--- src/rtl/lane_wr_pkg.sv ---
// Package: shared widths and the lane type for the byte-lane write logic.
// Assumes every lane is one data byte plus one parity bit.
package lane_wr_pkg;
    localparam int BYTE_W = 8;
    localparam int LANE_W = BYTE_W + 1;

    typedef logic [LANE_W-1:0] lane_t;
endpackage

--- src/rtl/lane_wr_decode.sv ---
// Module: lane_wr_decode
// Turns the two-level active-low enable set into one active-high enable per lane.
// The global enable overrides all other inputs. The selects count only while the gate is low.
// Assumes inputs are stable around the clock edge; purely combinational.
module lane_wr_decode #(
    parameter int LANES = 4
) (
    input  logic             all_wr_n,
    input  logic             lane_gate_n,
    input  logic [LANES-1:0] lane_sel_n,
    output logic [LANES-1:0] lane_en,
    output logic             any_en
);
    // Resolve the enable hierarchy lane by lane.
    always_comb begin
        for (int k = 0; k < LANES; k++) begin
            if (!all_wr_n) begin
                lane_en[k] = 1'b1;
            end else if (!lane_gate_n) begin
                lane_en[k] = ~lane_sel_n[k];
            end else begin
                lane_en[k] = 1'b0;
            end
        end
    end

    // Flag a write cycle when any lane is enabled.
    always_comb begin
        any_en = |lane_en;
    end
endmodule

--- src/rtl/lane_wr_slice.sv ---
// Module: lane_wr_slice
// Holds one lane: it registers that lane's strobe and its byte plus parity bit.
// The data loads on every edge out of reset. Only the strobe says whether the array writes.
// Assumes a synchronous active-low reset.
module lane_wr_slice
    import lane_wr_pkg::*;
(
    input  logic              clk,
    input  logic              rst_n,
    input  logic              en_i,
    input  logic [BYTE_W-1:0] byte_i,
    input  logic              par_i,
    output logic              strobe_q,
    output lane_t             lane_q
);
    // Register the strobe together with the lane data.
    always_ff @(posedge clk) begin
        if (!rst_n) begin
            strobe_q <= 1'b0;
            lane_q   <= '0;
        end else begin
            strobe_q <= en_i;
            lane_q   <= {par_i, byte_i};
        end
    end
endmodule

--- src/rtl/byte_lane_wr.sv ---
// Module: byte_lane_wr (top)
// Decides which lanes are written on each edge. It registers the strobes, the word
// regrouped by lane, and a flag that turns the output drivers off.
// Assumes the input word carries the bytes in its low bits and the parity bits above them.
module byte_lane_wr
    import lane_wr_pkg::*;
#(
    parameter int LANES = 4
) (
    input  logic                    clk,
    input  logic                    rst_n,
    input  logic                    all_wr_n,
    input  logic                    lane_gate_n,
    input  logic [LANES-1:0]        lane_sel_n,
    input  logic [LANES*LANE_W-1:0] wr_word,
    output logic [LANES-1:0]        lane_wr_q,
    output logic [LANES*LANE_W-1:0] lane_q,
    output logic                    out_off_q
);
    localparam int PAR_BASE = LANES * BYTE_W;

    logic [LANES-1:0] lane_en;
    logic             any_en;

    lane_wr_decode #(.LANES(LANES)) u_dec (
        .all_wr_n    (all_wr_n),
        .lane_gate_n (lane_gate_n),
        .lane_sel_n  (lane_sel_n),
        .lane_en     (lane_en),
        .any_en      (any_en)
    );

    // One slice per lane; byte k and parity bit k form lane k.
    for (genvar k = 0; k < LANES; k++) begin : g_lane
        lane_t lane_w;
        lane_wr_slice u_slice (
            .clk      (clk),
            .rst_n    (rst_n),
            .en_i     (lane_en[k]),
            .byte_i   (wr_word[k*BYTE_W +: BYTE_W]),
            .par_i    (wr_word[PAR_BASE + k]),
            .strobe_q (lane_wr_q[k]),
            .lane_q   (lane_w)
        );
        assign lane_q[k*LANE_W +: LANE_W] = lane_w;
    end

    // Register the output-driver disable in step with the strobes.
    always_ff @(posedge clk) begin
        if (!rst_n) begin
            out_off_q <= 1'b0;
        end else begin
            out_off_q <= any_en;
        end
    end
endmodule

--- config.mk ---
export PLATFORM = sky130hd
export DESIGN_NAME = byte_lane_wr
export DESIGN_NICKNAME = d
export VERILOG_FILES = /design/src/rtl/lane_wr_pkg.sv /design/src/rtl/lane_wr_decode.sv /design/src/rtl/lane_wr_slice.sv /design/src/rtl/byte_lane_wr.sv
export SDC_FILE = /design/constraint.sdc
export NUM_CORES = 1
export LEC_CHECK = 0
export BUFFER_PORTS_ARGS = -buffer_cell sky130_fd_sc_hd__buf_2
export CELL_PAD_IN_SITES_DETAIL_PLACEMENT = 1
export CELL_PAD_IN_SITES_GLOBAL_PLACEMENT = 2
export CORE_AREA = 2 2 76 78
export CTS_CLUSTER_DIAMETER = 200
export DETAILED_ROUTE_END_ITERATION = 8
export DIE_AREA = 0 0 78 80
export GPL_TIMING_DRIVEN = 0
export PLACE_DENSITY = 0.87
export SYNTH_ARGS = -nofsm -noshare
export SYNTH_HDL_FRONTEND = slang
export SYNTH_SLANG_ARGS = --single-unit
export TNS_END_PERCENT = 20
--- constraint.sdc ---
create_clock -name clk -period 0.8 [get_ports clk]
set_input_delay 0.2 -clock clk [delete_from_list [all_inputs] [get_ports clk]]
set_output_delay 0.2 -clock clk [all_outputs]
set_load 0.01 [all_outputs]
# Yosys cells after proc, flatten, opt, wreduce, memory -nomap -nowiden
# Cells that the tools add are included.
# W data, S select, Z words.
# word_totals
in_bits	44
ff_bits	41
# classes
reduce_logical	1
bitwise_logic	4
muxes	8
# op_table
cell	count
$mux W1	8
$not A1 Y1	4
$reduce_or A4 Y1	1

# Logic depth before layout (Yosys ltp)
# depth
depth_word	4
depth_mapped	2
ltp_nobuf	2

# Cells and area by module
# A second synthesis with hierarchy kept.
# hier_totals
hier_cells	88
area_unflattened_um2	1111.1
# modules_own_cells
module	instances	area_per_inst_um2	seq_area_each_um2	cells_per_inst
lane_wr_slice	4	262.8	200.2	20
lane_wr_decode	1	33.8	0.0	6
byte_lane_wr	1	26.3	20.0	2

# Worst setup path after synthesis
# No wires, ideal clock.
# synth_timing
path_type	input-to-reg
startpoint	input lane_sel_n[0]
endpoint	register out_off_q
path_buffers	0
setup_slack_ns	0.198
setup_ns	0.066
t_arrival_ns	0.536
path_stages	2
required_time_ns	0.734
cell_sequence	a41o_1 -> a21boi_2
# synth_between
elab_chain_cells	4
# synth_rtl
element	line	source
start, declared	byte_lane_wr.sv:14	input logic [LANES-1:0] lane_sel_n,
$not A1 Y1	lane_wr_decode.sv:20	lane_en[k] = ~lane_sel_n[k];
$mux W1	lane_wr_decode.sv:19	end else if (!lane_gate_n) begin
$mux W1	lane_wr_decode.sv:17	if (!all_wr_n) begin
$reduce_or A4 Y1	lane_wr_decode.sv:29	any_en = |lane_en;
end signal, assigned	byte_lane_wr.sv:53	out_off_q <= any_en;
end, declared	byte_lane_wr.sv:18	output logic out_off_q
# No other way between the ends.
# A chain may end at the register's enable or synchronous reset.

# Worst setup path in the final report
# layout_timing
startpoint	register g_lane[0].u_slice.lane_q[1]
endpoint	output lane_q[1]
# layout_rtl
element	line	source
start, declared	lane_wr_slice.sv:14	output lane_t lane_q
start signal, assigned	lane_wr_slice.sv:23	lane_q <= {par_i, byte_i};
end, declared	byte_lane_wr.sv:17	output logic [LANES*LANE_W-1:0] lane_q,
# No word-level cell between the ends.

==> impl_results.md <==
- Setup TNS: -4620 ps
- Final Cell Area: 1900 sq um
- Antenna cell count: 0
- GRT Residual Overflow: 0
- Post-route insts no fill: 254
- Final wirelength: 2770 um
- Slew margin rel.: 88.5%
- DRC: 0
- Critical Path RT: 600 ps
- DP HPWL: 2240 um
- Largest net degree at the start of global routing: 12
- First-pass GRT wire length: 4480 um
- Comb pwr share: 11.4%
- FF+latch count, synth: 41
- Sw Pwr: 0.872 mW
- Layout cells sized above 1: 67.6%
- Worst path cell trace: buf_2
- Ports: 85
- Synth Instances: 95
- Internal power: 3.13 mW
- Mapped Nets: 139
- Critical path peak fanout: 1
- Fin. max-slew vios: 0
- DIE AREA: 6240 sq um
- Area Growth Syn to Fin: 61.9%
- Post-CTS Setup Repair Bufs: 0
- Ys Warns: 0
- FP Rows: 27
- Fmax: 1090 MHz
- Starting Density: 21.7%
- Post-DP Area: 1680 sq um
- Vias in the first global route: 975
- Critical path's slowest cell: dfxtp_1
- Drt wl/cell: 10.9 um
- Worst Hold Class: input pin to flip-flop
- Clk sinks: 41
- Post-Syn Area per Cell: 12.3 sq um
- Met3 Usage GRT: 1.81%
- Worst Tran Pin Value: 170 ps
- Die height: 80 um
- Clock network power share: 33.5%
- Final setup margin: -121 ps
- DRT antenna net count: 0
- 1st-iter DRT viols: 21
- Sw Ratio: 21.8%
- Core ar.: 5410 sq um
- Die Wd: 78 um
- Placed Cells: 251
- Seq pwr share: 55.0%
- CTS buffer count: 5
- Maximum vdd ir drop: 0.604 mV
- Met1 usage: 9.97%
- Sequential-to-total area share from yosys stat: 70.1%
- Vias/cell: 3.66
- CTS tree: done
- Violated checks: negative setup slack
- Final period util: 115%
- Post-route minimum period: 921 ps
- H-Tree Level Count: 2
- Hold Fails Final Rpt: 0
- Startpoint Class: flip-flop
- CP endpoint kind: output pin
- PD cells: 2110 nW/um^2
- CTS max path bufs: 2
- DRT Pass-1 Iters: 3
- GP Congestion: 0.619
- RSZ-0062 raised after global routing: yes
- Synth unique cells: 8
- Critical Setup Path Class: flip-flop to output pin
- Max incr delay on CP: 310 ps
- DR vias: 930
- Worst path arrival time: 720 ps
- Met2 usage: 16.2%
- Worst-path clk slew: 70 ps
- Nets@finish: 226
- Mapped cell area: 1170 sq um
- Buffers on Ports: 84
- Final setup viols: 41
- CTS root buf: clkbuf_8
- Critical path buffers and inverters: 1
- Top delay family on crit path: flip-flops
- Pleak: 0.926 nW
- Max Cap Viol: 0
- Initial antenna violation count: 0
- Run status: complete, but fails checks
- Global Route Usage Sum: 9.35%
- GRT busiest layer: met2
## power by group through the flow
| stage | sequential (mW) | combinational, mW | clock, mW |
|---|---|---|---|
| after CTS | 2.19 | 0.430 | 1.41 |
| after global placement | 2.22 | 0.412 | 0 |
| after detailed placement | 2.23 | 0.421 | 0 |
| after global routing | 2.21 | 0.506 | 1.52 |
| after floorplan | 2.28 | 0.124 | 0 |
| final | 2.20 | 0.457 | 1.34 |
## layout by cell type (no fill, tap or decap)
cell	n
buf_2	63
and2_1	33
dfxtp_2	21
buf_6	21
dfxtp_1	20
and2_2	7
clkbuf_8	6
clkbuf_2	4
o21ai_0	4
a41o_1	1
a21boi_2	1
clkbuf_1	1
## per-layer routing
metal  up-vias  part of all wire [%]
met3         7                   5.9
met2        40                    53
met4         0                   3.1
met1       426                    38
li1        457                     -
met5         -                     0
## final timing paths
| kind | from | to | slack, ps | cells after the start |
|---|---|---|---|---|
| max | g_lane[0].u_slice.lane_q[1]$_SDFF_PN0_ | lane_q[1] | -120 | 1 |
| min | wr_word[15] | g_lane[1].u_slice.lane_q[7]$_SDFF_PN0_ | 110 | 2 |
## cell families (layout without fill, tap and decap cells)
family | count (synthesis) | after routing | share of synthesized area [%]
buf+inv | 8 | 95 | 4.27
flops | 41 | 41 | 70.1
compound gates | 6 | 6 | 3.53
simple gates | 40 | 40 | 22.1
## Yosys cell counts
cell type  instances  area [sq um]
dfxtp_1           41           821
and2_1            33           206
and2_2             7          52.6
buf_4              4          30.0
clkbuf_2           4          20.0
o21ai_0            4          20.0
a21boi_2           1          11.3
a41o_1             1          10.0
## timing repair
action / CTS / global route
hold buffers: 0 / 0
pin swaps: 0 / 0
gates cloned: 0 / 0
resized for setup: 16 / 26
setup endpoints to repair: 41 / 41
## through the flow
step / power, mW / hold slack (ps) / utilization (%) / setup WS, ps
finish: 4.00 / 115 / 35.1 / -121
global route: 4.24 / 104 / 35.1 / -158
CTS: 4.03 / 105 / 33.3 / -149
detailed placement: 2.65 / 411 / 31.1 / -27.4
global placement: 2.63 / 403 / 31.1 / -17.6
floorplan: 2.41 / 279 / - / 198
## cell type report
cell class	count	area (sq um)
plain buffers	4	20.0
clock buffers	7	86.3
fillers	628	3510
multi-input cells	46	300
flip-flops and latches	41	847
well taps	72	90.1
repair buffers	84	552
## state kept, by name, summed over array words and instances (netlist names)
name                     count
out_off_q                    1
g_lane.u_slice.lane_q       36
g_lane.u_slice.strobe_q      4
Power figures use the tool's default switching activity.
